## config.mk

```make
export PLATFORM = sky130hd
export DESIGN_NAME = smm_seq
export DESIGN_NICKNAME = d
export VERILOG_FILES = /design/src/rtl/smm_seq_pkg.sv /design/src/rtl/smm_req_hold.sv /design/src/rtl/smm_entry_gen.sv /design/src/rtl/smm_frame_addr.sv /design/src/rtl/smm_seq.sv
export SDC_FILE = /design/constraint.sdc
export NUM_CORES = 1
export LEC_CHECK = 0
export BUFFER_PORTS_ARGS = -buffer_cell sky130_fd_sc_hd__buf_2
export CORE_AREA = 5 5 550 552
export CTS_BUF_LIST = sky130_fd_sc_hd__clkbuf_4
export CTS_CLUSTER_DIAMETER = 100
export DETAILED_ROUTE_END_ITERATION = 7
export DIE_AREA = 0 0 555 557
export GPL_TIMING_DRIVEN = 1
export PLACE_DENSITY = 0.31
export SYNTH_ARGS = -nofsm -noshare
export SYNTH_HDL_FRONTEND = slang
export SYNTH_HIERARCHICAL = 1
export SYNTH_SLANG_ARGS = --single-unit
```

## constraint.sdc

```tcl
create_clock -name clk_i -period 17.8 [get_ports clk_i]
set_clock_uncertainty 0.15 [all_clocks]
set_input_delay 1.78 -clock clk_i [delete_from_list [all_inputs] [get_ports clk_i]]
set_output_delay 1.78 -clock clk_i [all_outputs]
set_load 0.05 [all_outputs]
```

## src/rtl/smm_seq_pkg.sv

```systemverilog
package smm_seq_pkg;
  localparam int NSLOT     = 39;
  localparam int SLOT_W    = 6;
  localparam int WORD_W    = 32;
  localparam int SLOT_SS_ACC = 9;
  localparam int SLOT_SEL0 = 19;
  localparam int SLOT_SEL_CS = 20;
  localparam int SLOT_DR7  = 25;
  localparam int SLOT_EIP  = 35;
  localparam int SLOT_EFL  = 36;
  localparam int SLOT_CR0  = 38;
  localparam logic [8:0] OFS_BASE_WORD = 9'h0F8;
  localparam logic [WORD_W-1:0] CR0_CLR_MASK = 32'h8000_000D;

  typedef enum logic [1:0] {ST_IDLE, ST_SAVE, ST_LOAD, ST_RSTR} seq_st_e;

  function automatic logic [8:0] slot_off(input logic [SLOT_W-1:0] idx);
    logic [8:0] i9;
    i9 = {3'b000, idx};
    if (idx == 6'd0)       return 9'h128;
    else if (idx <= 6'd18) return 9'h12C + (i9 << 2);
    else if (idx <= 6'd24) return 9'h1A8 + ((i9 - 9'd19) << 2);
    else                   return 9'h1C8 + ((i9 - 9'd25) << 2);
  endfunction
endpackage

```

## src/rtl/smm_req_hold.sv

```systemverilog
module smm_req_hold (
  input  logic clk_i,
  input  logic rst_ni,
  input  logic req_i,
  input  logic take_i,
  output logic pend_o
);
  logic pend_q;

  assign pend_o = req_i | pend_q;

  always_ff @(posedge clk_i or negedge rst_ni) begin
    if (!rst_ni) pend_q <= 1'b0;
    else         pend_q <= take_i ? 1'b0 : pend_o;
  end

  AST_HOLD_KEEP: assert property (@(posedge clk_i) disable iff (!rst_ni)
    (req_i && !take_i) |=> pend_o);
endmodule

```

## src/rtl/smm_entry_gen.sv

```systemverilog
module smm_entry_gen
  import smm_seq_pkg::*;
#(
  parameter int AW = 32
) (
  input  logic [SLOT_W-1:0] idx_i,
  input  logic [WORD_W-1:0] cur_i,
  input  logic [AW-1:0]     smbase_i,
  output logic [WORD_W-1:0] val_o
);
  logic [SLOT_W-1:0] d_idx, seg, fld;

  always_comb begin
    d_idx = idx_i - 6'd1;
    seg   = d_idx / 6'd3;
    fld   = d_idx % 6'd3;
    val_o = cur_i;
    if (idx_i == 6'd0) begin
      val_o = '0;
    end else if (idx_i <= 6'd18) begin
      unique case (fld)
        6'd0:    val_o = 32'hFFFF_FFFF;
        6'd1:    val_o = (seg == 6'd1) ? WORD_W'(smbase_i) : 32'h0;
        default: val_o = (seg == 6'd1) ? 32'h0000_809B : 32'h0000_8093;
      endcase
    end else if (idx_i < 6'(SLOT_DR7)) begin
      val_o = (idx_i == 6'(SLOT_SEL_CS)) ? 32'h0000_3000 : 32'h0;
    end else if (idx_i == 6'(SLOT_DR7)) begin
      val_o = 32'h0000_0400;
    end else if (idx_i == 6'(SLOT_EIP)) begin
      val_o = 32'h0000_8000;
    end else if (idx_i == 6'(SLOT_EFL)) begin
      val_o = 32'h0000_0002;
    end else if (idx_i == 6'(SLOT_CR0)) begin
      val_o = cur_i & ~CR0_CLR_MASK;
    end
  end
endmodule

```

## src/rtl/smm_frame_addr.sv

```systemverilog
module smm_frame_addr
  import smm_seq_pkg::*;
#(
  parameter int AW = 32
) (
  input  logic [AW-1:0]     frame_i,
  input  logic [SLOT_W-1:0] idx_i,
  output logic [AW-1:0]     addr_o
);
  logic [8:0] ofs;

  always_comb begin
    ofs    = (idx_i == 6'(NSLOT)) ? OFS_BASE_WORD : slot_off(idx_i);
    addr_o = frame_i + AW'(ofs);
  end
endmodule

```

## src/rtl/smm_seq.sv

```systemverilog
module smm_seq
  import smm_seq_pkg::*;
#(
  parameter int          AW         = 32,
  parameter logic [31:0] SMBASE_RST = 32'h0003_0000,
  parameter logic [31:0] FRAME_OFS  = 32'h0000_FE00
) (
  input  logic                    clk_i,
  input  logic                    rst_ni,
  input  logic                    smi_i,
  input  logic                    rsm_i,
  input  logic [NSLOT*WORD_W-1:0] regs_i,
  output logic                    wr_en_o,
  output logic [SLOT_W-1:0]       wr_idx_o,
  output logic [WORD_W-1:0]       wr_data_o,
  output logic                    mem_req_o,
  output logic                    mem_we_o,
  output logic [AW-1:0]           mem_addr_o,
  output logic [WORD_W-1:0]       mem_wdata_o,
  input  logic                    mem_ack_i,
  input  logic [WORD_W-1:0]       mem_rdata_i,
  output logic                    smi_act_o,
  output logic                    busy_o,
  output logic                    ud_fault_o,
  output logic [AW-1:0]           smbase_o,
  output logic [1:0]              cpl_o
);
  localparam logic [SLOT_W-1:0] LAST_SLOT = SLOT_W'(NSLOT - 1);
  localparam logic [SLOT_W-1:0] BASE_STEP = SLOT_W'(NSLOT);

  seq_st_e           state_q;
  logic [SLOT_W-1:0] idx_q, rd_idx;
  logic [AW-1:0]     frame_q, smbase_q;
  logic              smm_q, fault_q;
  logic [1:0]        cpl_q;
  logic              smi_ev, rsm_ev, smi_take, rsm_take, enter;
  logic [WORD_W-1:0] cur_word, entry_word;
  logic [10:0]       bit_ofs;

  assign enter    = (state_q == ST_IDLE) && smi_ev && !smm_q;
  assign smi_take = (state_q == ST_IDLE);
  assign rsm_take = (state_q == ST_IDLE) && !enter;

  smm_req_hold u_smi_hold (
    .clk_i (clk_i), .rst_ni(rst_ni), .req_i(smi_i), .take_i(smi_take), .pend_o(smi_ev)
  );
  smm_req_hold u_rsm_hold (
    .clk_i (clk_i), .rst_ni(rst_ni), .req_i(rsm_i), .take_i(rsm_take), .pend_o(rsm_ev)
  );

  assign rd_idx   = (idx_q < BASE_STEP) ? idx_q : '0;
  assign bit_ofs  = {rd_idx, 5'b00000};
  assign cur_word = regs_i[bit_ofs +: WORD_W];

  smm_entry_gen #(.AW(AW)) u_entry (
    .idx_i(idx_q), .cur_i(cur_word), .smbase_i(smbase_q), .val_o(entry_word)
  );

  smm_frame_addr #(.AW(AW)) u_addr (
    .frame_i(frame_q), .idx_i(idx_q), .addr_o(mem_addr_o)
  );

  always_ff @(posedge clk_i or negedge rst_ni) begin
    if (!rst_ni) begin
      state_q  <= ST_IDLE;
      idx_q    <= '0;
      frame_q  <= '0;
      smbase_q <= AW'(SMBASE_RST);
      smm_q    <= 1'b0;
      fault_q  <= 1'b0;
      cpl_q    <= 2'd0;
    end else begin
      fault_q <= 1'b0;
      unique case (state_q)
        ST_IDLE: begin
          if (enter) begin
            state_q <= ST_SAVE;
            idx_q   <= '0;
            frame_q <= smbase_q + AW'(FRAME_OFS);
            smm_q   <= 1'b1;
          end else if (rsm_ev) begin
            if (smm_q) begin
              state_q <= ST_RSTR;
              idx_q   <= '0;
              frame_q <= smbase_q + AW'(FRAME_OFS);
            end else begin
              fault_q <= 1'b1;
            end
          end
        end
        ST_SAVE: if (mem_ack_i) begin
          if (idx_q == LAST_SLOT) begin
            state_q <= ST_LOAD;
            idx_q   <= '0;
          end else begin
            idx_q <= idx_q + 6'd1;
          end
        end
        ST_LOAD: begin
          if (idx_q == LAST_SLOT) begin
            state_q <= ST_IDLE;
            cpl_q   <= 2'd0;
          end else begin
            idx_q <= idx_q + 6'd1;
          end
        end
        ST_RSTR: if (mem_ack_i) begin
          if (idx_q == 6'(SLOT_SS_ACC)) cpl_q <= mem_rdata_i[14:13];
          if (idx_q == BASE_STEP) begin
            smbase_q <= mem_rdata_i[AW-1:0];
            smm_q    <= 1'b0;
            state_q  <= ST_IDLE;
          end else begin
            idx_q <= idx_q + 6'd1;
          end
        end
        default: state_q <= ST_IDLE;
      endcase
    end
  end

  always_comb begin
    wr_en_o   = 1'b0;
    wr_idx_o  = idx_q;
    wr_data_o = entry_word;
    if (state_q == ST_LOAD) begin
      wr_en_o = 1'b1;
    end else if (state_q == ST_RSTR) begin
      wr_en_o   = mem_ack_i && (idx_q < BASE_STEP);
      wr_data_o = mem_rdata_i;
    end
  end

  assign mem_req_o   = (state_q == ST_SAVE) || (state_q == ST_RSTR);
  assign mem_we_o    = (state_q == ST_SAVE);
  assign mem_wdata_o = cur_word;
  assign busy_o      = (state_q != ST_IDLE);
  assign smi_act_o   = smm_q;
  assign ud_fault_o  = fault_q;
  assign smbase_o    = smbase_q;
  assign cpl_o       = cpl_q;

  AST_REQ_HOLD: assert property (@(posedge clk_i) disable iff (!rst_ni)
    (mem_req_o && !mem_ack_i) |=> (mem_req_o && $stable(mem_addr_o) && $stable(mem_we_o)));
  AST_WR_IN_SEQ: assert property (@(posedge clk_i) disable iff (!rst_ni)
    wr_en_o |-> (busy_o && !mem_we_o));
  AST_ACT_RISE: assert property (@(posedge clk_i) disable iff (!rst_ni)
    $rose(smi_act_o) |-> (busy_o && mem_req_o && mem_we_o));
  AST_ACT_FALL: assert property (@(posedge clk_i) disable iff (!rst_ni)
    $fell(smi_act_o) |-> ($past(mem_ack_i) && !$past(mem_we_o) && !busy_o));
  AST_SMI_IGNORED: assert property (@(posedge clk_i) disable iff (!rst_ni)
    (smi_act_o && !busy_o) |=> !(mem_req_o && mem_we_o));
  AST_FAULT_NORMAL: assert property (@(posedge clk_i) disable iff (!rst_ni)
    ud_fault_o |-> (!smi_act_o && !busy_o));
endmodule

```

After elaboration in Yosys (flattened, before gate mapping) --
Index checks and enable logic that the tools add are counted.
Word-level totals: register bits 78, bits of input ports 1285, word-level logic and storage cells 125
Cells by class: $add $sub $neg 9, divide/modulo/power cells 2, order comparisons 4, equality and inequality tests 23, shift-type cells 1, multiplexer cells 54, bitwise gates (word level) 2, reductions and logical operators 21
Operators by type and width (number):
- indexed part select 1248 x 12 -> 32 bit | 1
- 2-to-1 mux 32 bit | 13
- case mux 32 bit (2 select lines) | 1
- 2-to-1 mux 6 bit | 9
- 2-to-1 mux 9 bit | 4
- adder 32 x 16 -> 32 bit, second input constant | 1
- adder 32 x 9 -> 32 bit | 1
- == test 6 bit, second input constant | 4
- case mux 6 bit (4 select lines) | 1
- 2-to-1 mux 2 bit | 10
- adder 9 bit, first input constant | 2
- 2-to-1 mux 14 bit | 1
- != test 2 bit, second input constant | 7
- subtractor 6 x 5 -> 7 bit, second input constant | 2
- == test 6 x 1 -> 1 bit, second input constant | 2
- == test 6 x 5 -> 1 bit, second input constant | 2
- <= comparator 6 x 5 -> 1 bit, second input constant | 2
- zero test 6 bit | 2
- 2-to-1 mux 1 bit | 11
- nonzero test 2 bit | 5
- adder 9 x 8 -> 9 bit, first input constant | 1
- case mux 2 bit (4 select lines) | 1
- AND reduction 4 bit | 2
- AND reduction 7 bit | 1
- 22 further kinds | 30

Longest topological paths before layout --
depth in word-level cells 12, depth in mapped cells 27, gate-level depth less buffers 24

Cells and area by module --
Netlist, hierarchy kept.
Modules (own cells, without submodules):
- smm_seq | instances 1, cells an instance 2079, area an instance 15924.0 sq um, sequential area each 1904.3 sq um
- smm_entry_gen | instances 1, cells an instance 273, area an instance 1849.3 sq um, sequential area each 0.0 sq um
- smm_frame_addr | instances 1, cells an instance 212, area an instance 1460.2 sq um, sequential area each 0.0 sq um
- smm_req_hold | instances 2, cells an instance 3, area an instance 41.3 sq um, sequential area each 25.0 sq um

Least setup slack after synthesis --
OpenSTA, ideal clock, no wires.
kind reg2out, start point reg idx_q[0], in the netlist wr_idx_o[0], end point out wr_data_o[14], arrival 6.407 ns, required time 15.870 ns, path slack 9.463 ns, stages on the path, launching flop included 27, path buffers 4, cell sequence dfrtp_1 inv_1 ha_1 buf_2 nand2_1 xnor2_1 ha_1 and4b_1 buf_6 o32a_2 o21ai_2 and2_1 buf_6 a31oi_1 ha_1 inv_1 nand2_4 or4_4 nand2_1 ha_1 nand2b_1 o41ai_4 nand3_4 buf_6 o21ai_1 nand2_1 nand2_1
On the way: word-level cells in the longest chain between the ends 12, elaborated cells on any way between the ends 26, classes of those cells 1 x add/sub; 2 x div; 3 x order compare; 5 x eq/ne; 1 x shift; 12 x mux; 2 x reduce/logical
RTL lines:
- start: declaration | RTL line smm_seq.sv:32 | logic [SLOT_W-1:0] idx_q, rd_idx;
- start signal: assignment | RTL line smm_seq.sv:96 | idx_q <= idx_q + 6'd1;
- start signal: assignment | RTL line smm_seq.sv:104 | idx_q <= idx_q + 6'd1;
- start signal: assignment | RTL line smm_seq.sv:114 | idx_q <= idx_q + 6'd1;
- parallel branches: the longest is 9 deep, another holds subtractor 6 x 1 -> 6 bit
- 2-to-1 mux 32 bit * | RTL line smm_entry_gen.sv:18 | if (idx_i == 6'd0) begin
- named net entry_word[14] | RTL line smm_seq.sv:37 | logic [WORD_W-1:0] cur_word, entry_word;
- 2-to-1 mux 32 bit | RTL line smm_seq.sv:128 | end else if (state_q == ST_RSTR) begin
- 2-to-1 mux 32 bit * | RTL line smm_seq.sv:126 | if (state_q == ST_LOAD) begin
- end: declaration | RTL line smm_seq.sv:15 | output logic [WORD_W-1:0] wr_data_o,
Mark *: on every way through the listed nets, which the timed path passes.

Worst setup path after layout --
Same ends and word-level chain as after synthesis.

==> flow_summary.yaml <==
layout:
  nets: 5125
  fill_cells: 35000
  drive_gt1_frac: 0.488
  utilization: 0.106
  syn_to_final_growth_pct: 63.2
  final_area_mm2: 0.0315
logic_synthesis:
  ys.flop_type: "dfrtp_1"
  ys_async_sr_fraction: 1.00
  yosysTopAreaCellShare: 0.132
  yosysMostFrequentCell: "mux2i_1"
  synth-seq-area-share: 0.101
  synthCells: 2570
  avgSynthCellArea_um2: 7.52
  synth_nets: 3881
  yosys-top-cells-count: "mux2i_1, o21ai_0, nand3_1, mux2_2"
  synth_area_mm2: 0.0193
  synth_cell_types: 102
  ys_seq_elements: 78
  yosysWarningCount: 6
  synth.top_cells.by_area: "mux2i_1, mux2_2, dfrtp_1"
  synth_top_area_cell: "mux2i_1"
  synth_edf_count: 0
sta:
  worst_pin_slew_ps: 1310
  post-route-period-util: 0.536
  fmax_ghz: 0.105
  slew_viol_final: 0
  fin_crit_ps: 9530
  rsz0062_at_grt: "no"
  finalSetupViolCount: 0
  hold_slack_ps: 358
  hold_viol_final: 0
  slew_headroom: 0.124
  tns_ps: 0
  setup_slack_ps: 8270
clock_tree:
  cts_resized: 0
  post-cts-setup-buffers: 0
  insertion_delay_ps: 550
  clk_pin_slew_ps: 160
  cts.path.max_buffers: 2
  ctsHoldBuffers: 0
  clock_sinks: 78
  htreeDepth: 3
  cts_tree: "yes"
  clock-root-buffer: "clkbuf_4"
  numCtsBuffers: 9
worst_setup_path:
  end_kind: "primary output"
  r2r_start: "wr_idx_o[0]"
  criticalPathCategory: "reg -> out"
  start_kind: "register"
  critPathRequiredTime_ps: 15870
  crit_fanout: 24
  critPathArrivalTime_ps: 7600
  setup.worst_path.start: "wr_idx_o[0]"
routing:
  vias_per_cell: 3.73
  drc: 0
  vias: 29200
  first_pass_iters: 5
  wl_mm: 264
  drt_iter0_drc: 2254
  ant_nets: 0
  wl_per_cell_um: 33.7
power_and_ir_drop:
  pwr-share-seq: 0.046
  p_per_area_mw_per_mm2: 278
  vdd_drop_max_mv: 0.187
  p_sw_frac: 0.734
  p_sw_mw: 6.42
  power.leakage_nw: 12.5
  p_int_mw: 2.33
  pwr-share-clk: 0.014
  combPwrFrac: 0.939
floorplan:
  rows: 200
  chipHeight_um: 557
  fp.dieW_um: 555
  start_util: 0.0652
  dieArea_mm2: 0.309
  core_mm2: 0.296
  num_io_pins: 1427
place:
  place.port_buffers: 1426
  dpl-instance-area_mm2: 0.0312
  place_hpwl_mm: 233
  place_congestion: 0.935
  place_ws_ps: 8950
hold_path:
  hold_start: "frame_q[4]"
  hp-class: "reg -> reg"
status:
  status: "completed"
global_routing:
  grt_usage: 0.161
  grt_pass1_vias: 29400
  antenna_found_initial: 210
  grt-ovfl-total: 0
  grt_start_max_net_pins: 133
  grt_pass1_wl_mm: 327
flow_run:
  drv_cap: 0
==> layout make-up <==
| type | count | area (µm²) | area share |
|---|---|---|---|
| clock inverters | 6 | 62.6 | 0.00198 |
| multi-input cells | 2171 | 16300 | 0.516 |
| diodes | 77 | 193 | 0.00611 |
| clock buffers | 10 | 75.1 | 0.00238 |
| flip-flops and latches | 78 | 1970 | 0.0624 |
| well taps | 3939 | 4930 | 0.156 |
| repair buffers | 1527 | 7930 | 0.252 |
| inverters | 27 | 106 | 0.00337 |
==> placed cells by master (no fill, tap or decap), types with 70 or more instances in the layout <==
cell | synthesis | final
mux2i_1 | 254 | 254
dfrtp_1 | 76 | 70
diode_2 | 0 | 77
a211oi_1 | 141 | 126
nand2_1 | 142 | 138
a21oi_1 | 152 | 149
buf_4 | 21 | 96
o21ai_0 | 252 | 247
nand3_1 | 190 | 189
and3_1 | 78 | 78
mux2_2 | 184 | 184
buf_2 | 67 | 1425
==> registers in the layout, summed over array words and instances (netlist names) <==
name,cells
ud_fault_o,1
state_q,2
u_rsm_hold/pend_q,1
smi_act_o,1
u_smi_hold/pend_q,1
wr_idx_o,6
smbase_o,32
frame_q,32
cpl_o,2
==> worst paths after layout <==
check | end | slack (ps) | cells past startpoint
min in group asynchronous | smbase_o[29] | 1080 | 1
max reg2reg | wr_idx_o[3] | 14130 | 9
min | frame_q[4] | 360 | 2
min reg2reg | frame_q[4] | 360 | 2
max in group asynchronous | wr_idx_o[2] | 15250 | 2
max | wr_data_o[14] | 8270 | 24
==> critical path, cell delays in order (launching register included) <==
cell     delay, ps
dfrtp_4        570
inv_1          330
ha_1           520
nand2_1        130
xnor2_1        240
ha_1           340
and4b_1        320
o32a_2         480
o21ai_2        220
and2_1         320
a31oi_1        200
ha_1           330
inv_1          180
nand2_4        110
o31ai_4        340
nand2_1        100
ha_1           260
o31ai_1        370
a21oi_2         80
o41ai_4        510
nand3_4        380
o21ai_1        240
nand2_1         70
nand2_1        120
buf_2          280
==> logic make-up after synthesis <==
| logic type | Yosys count | share of synthesized area |
|---|---|---|
| AOI/OAI and AO/OA | 990 | 0.350 |
| buffers and inverters | 321 | 0.0815 |
| muxes | 443 | 0.244 |
| DFF | 78 | 0.101 |
| and+or+nand+nor | 656 | 0.180 |
| xor gates and xnor gates | 56 | 0.0262 |
| adders and majority gates | 26 | 0.0172 |
==> layer usage <==
layer | track usage | vias to the layer above | wire (µm) | share of wire
met3 | 0.0346 | 382 | 18000 | 0.068
met1 | 0.206 | 14300 | 112000 | 0.43
met5 | 0 | - | 538 | 0.0020
li1 | - | 12700 | - | -
met2 | 0.276 | 1704 | 125000 | 0.47
met4 | 0.0352 | 80 | 7750 | 0.029
==> stage by stage <==
step / instances / power, mW
after floorplan: 2570 / 4.83
after global placement: 7736 / 8.92
after detailed placement: 7742 / 8.95
after CTS: 7758 / 9.11
after global routing: 7784 / 9.32
final: 7835 / 8.75
==> power by group through the flow <==
stage | registers [mW] | logic [mW] | clock network [mW]
final | 0.405 | 8.22 | 0.125
after global routing | 0.416 | 8.77 | 0.139
after CTS | 0.407 | 8.57 | 0.133
after detailed placement | 0.411 | 8.54 | 0
after global placement | 0.409 | 8.52 | 0
after floorplan | 0.450 | 4.38 | 0
Note: power is estimated with default switching activity, not from simulation.
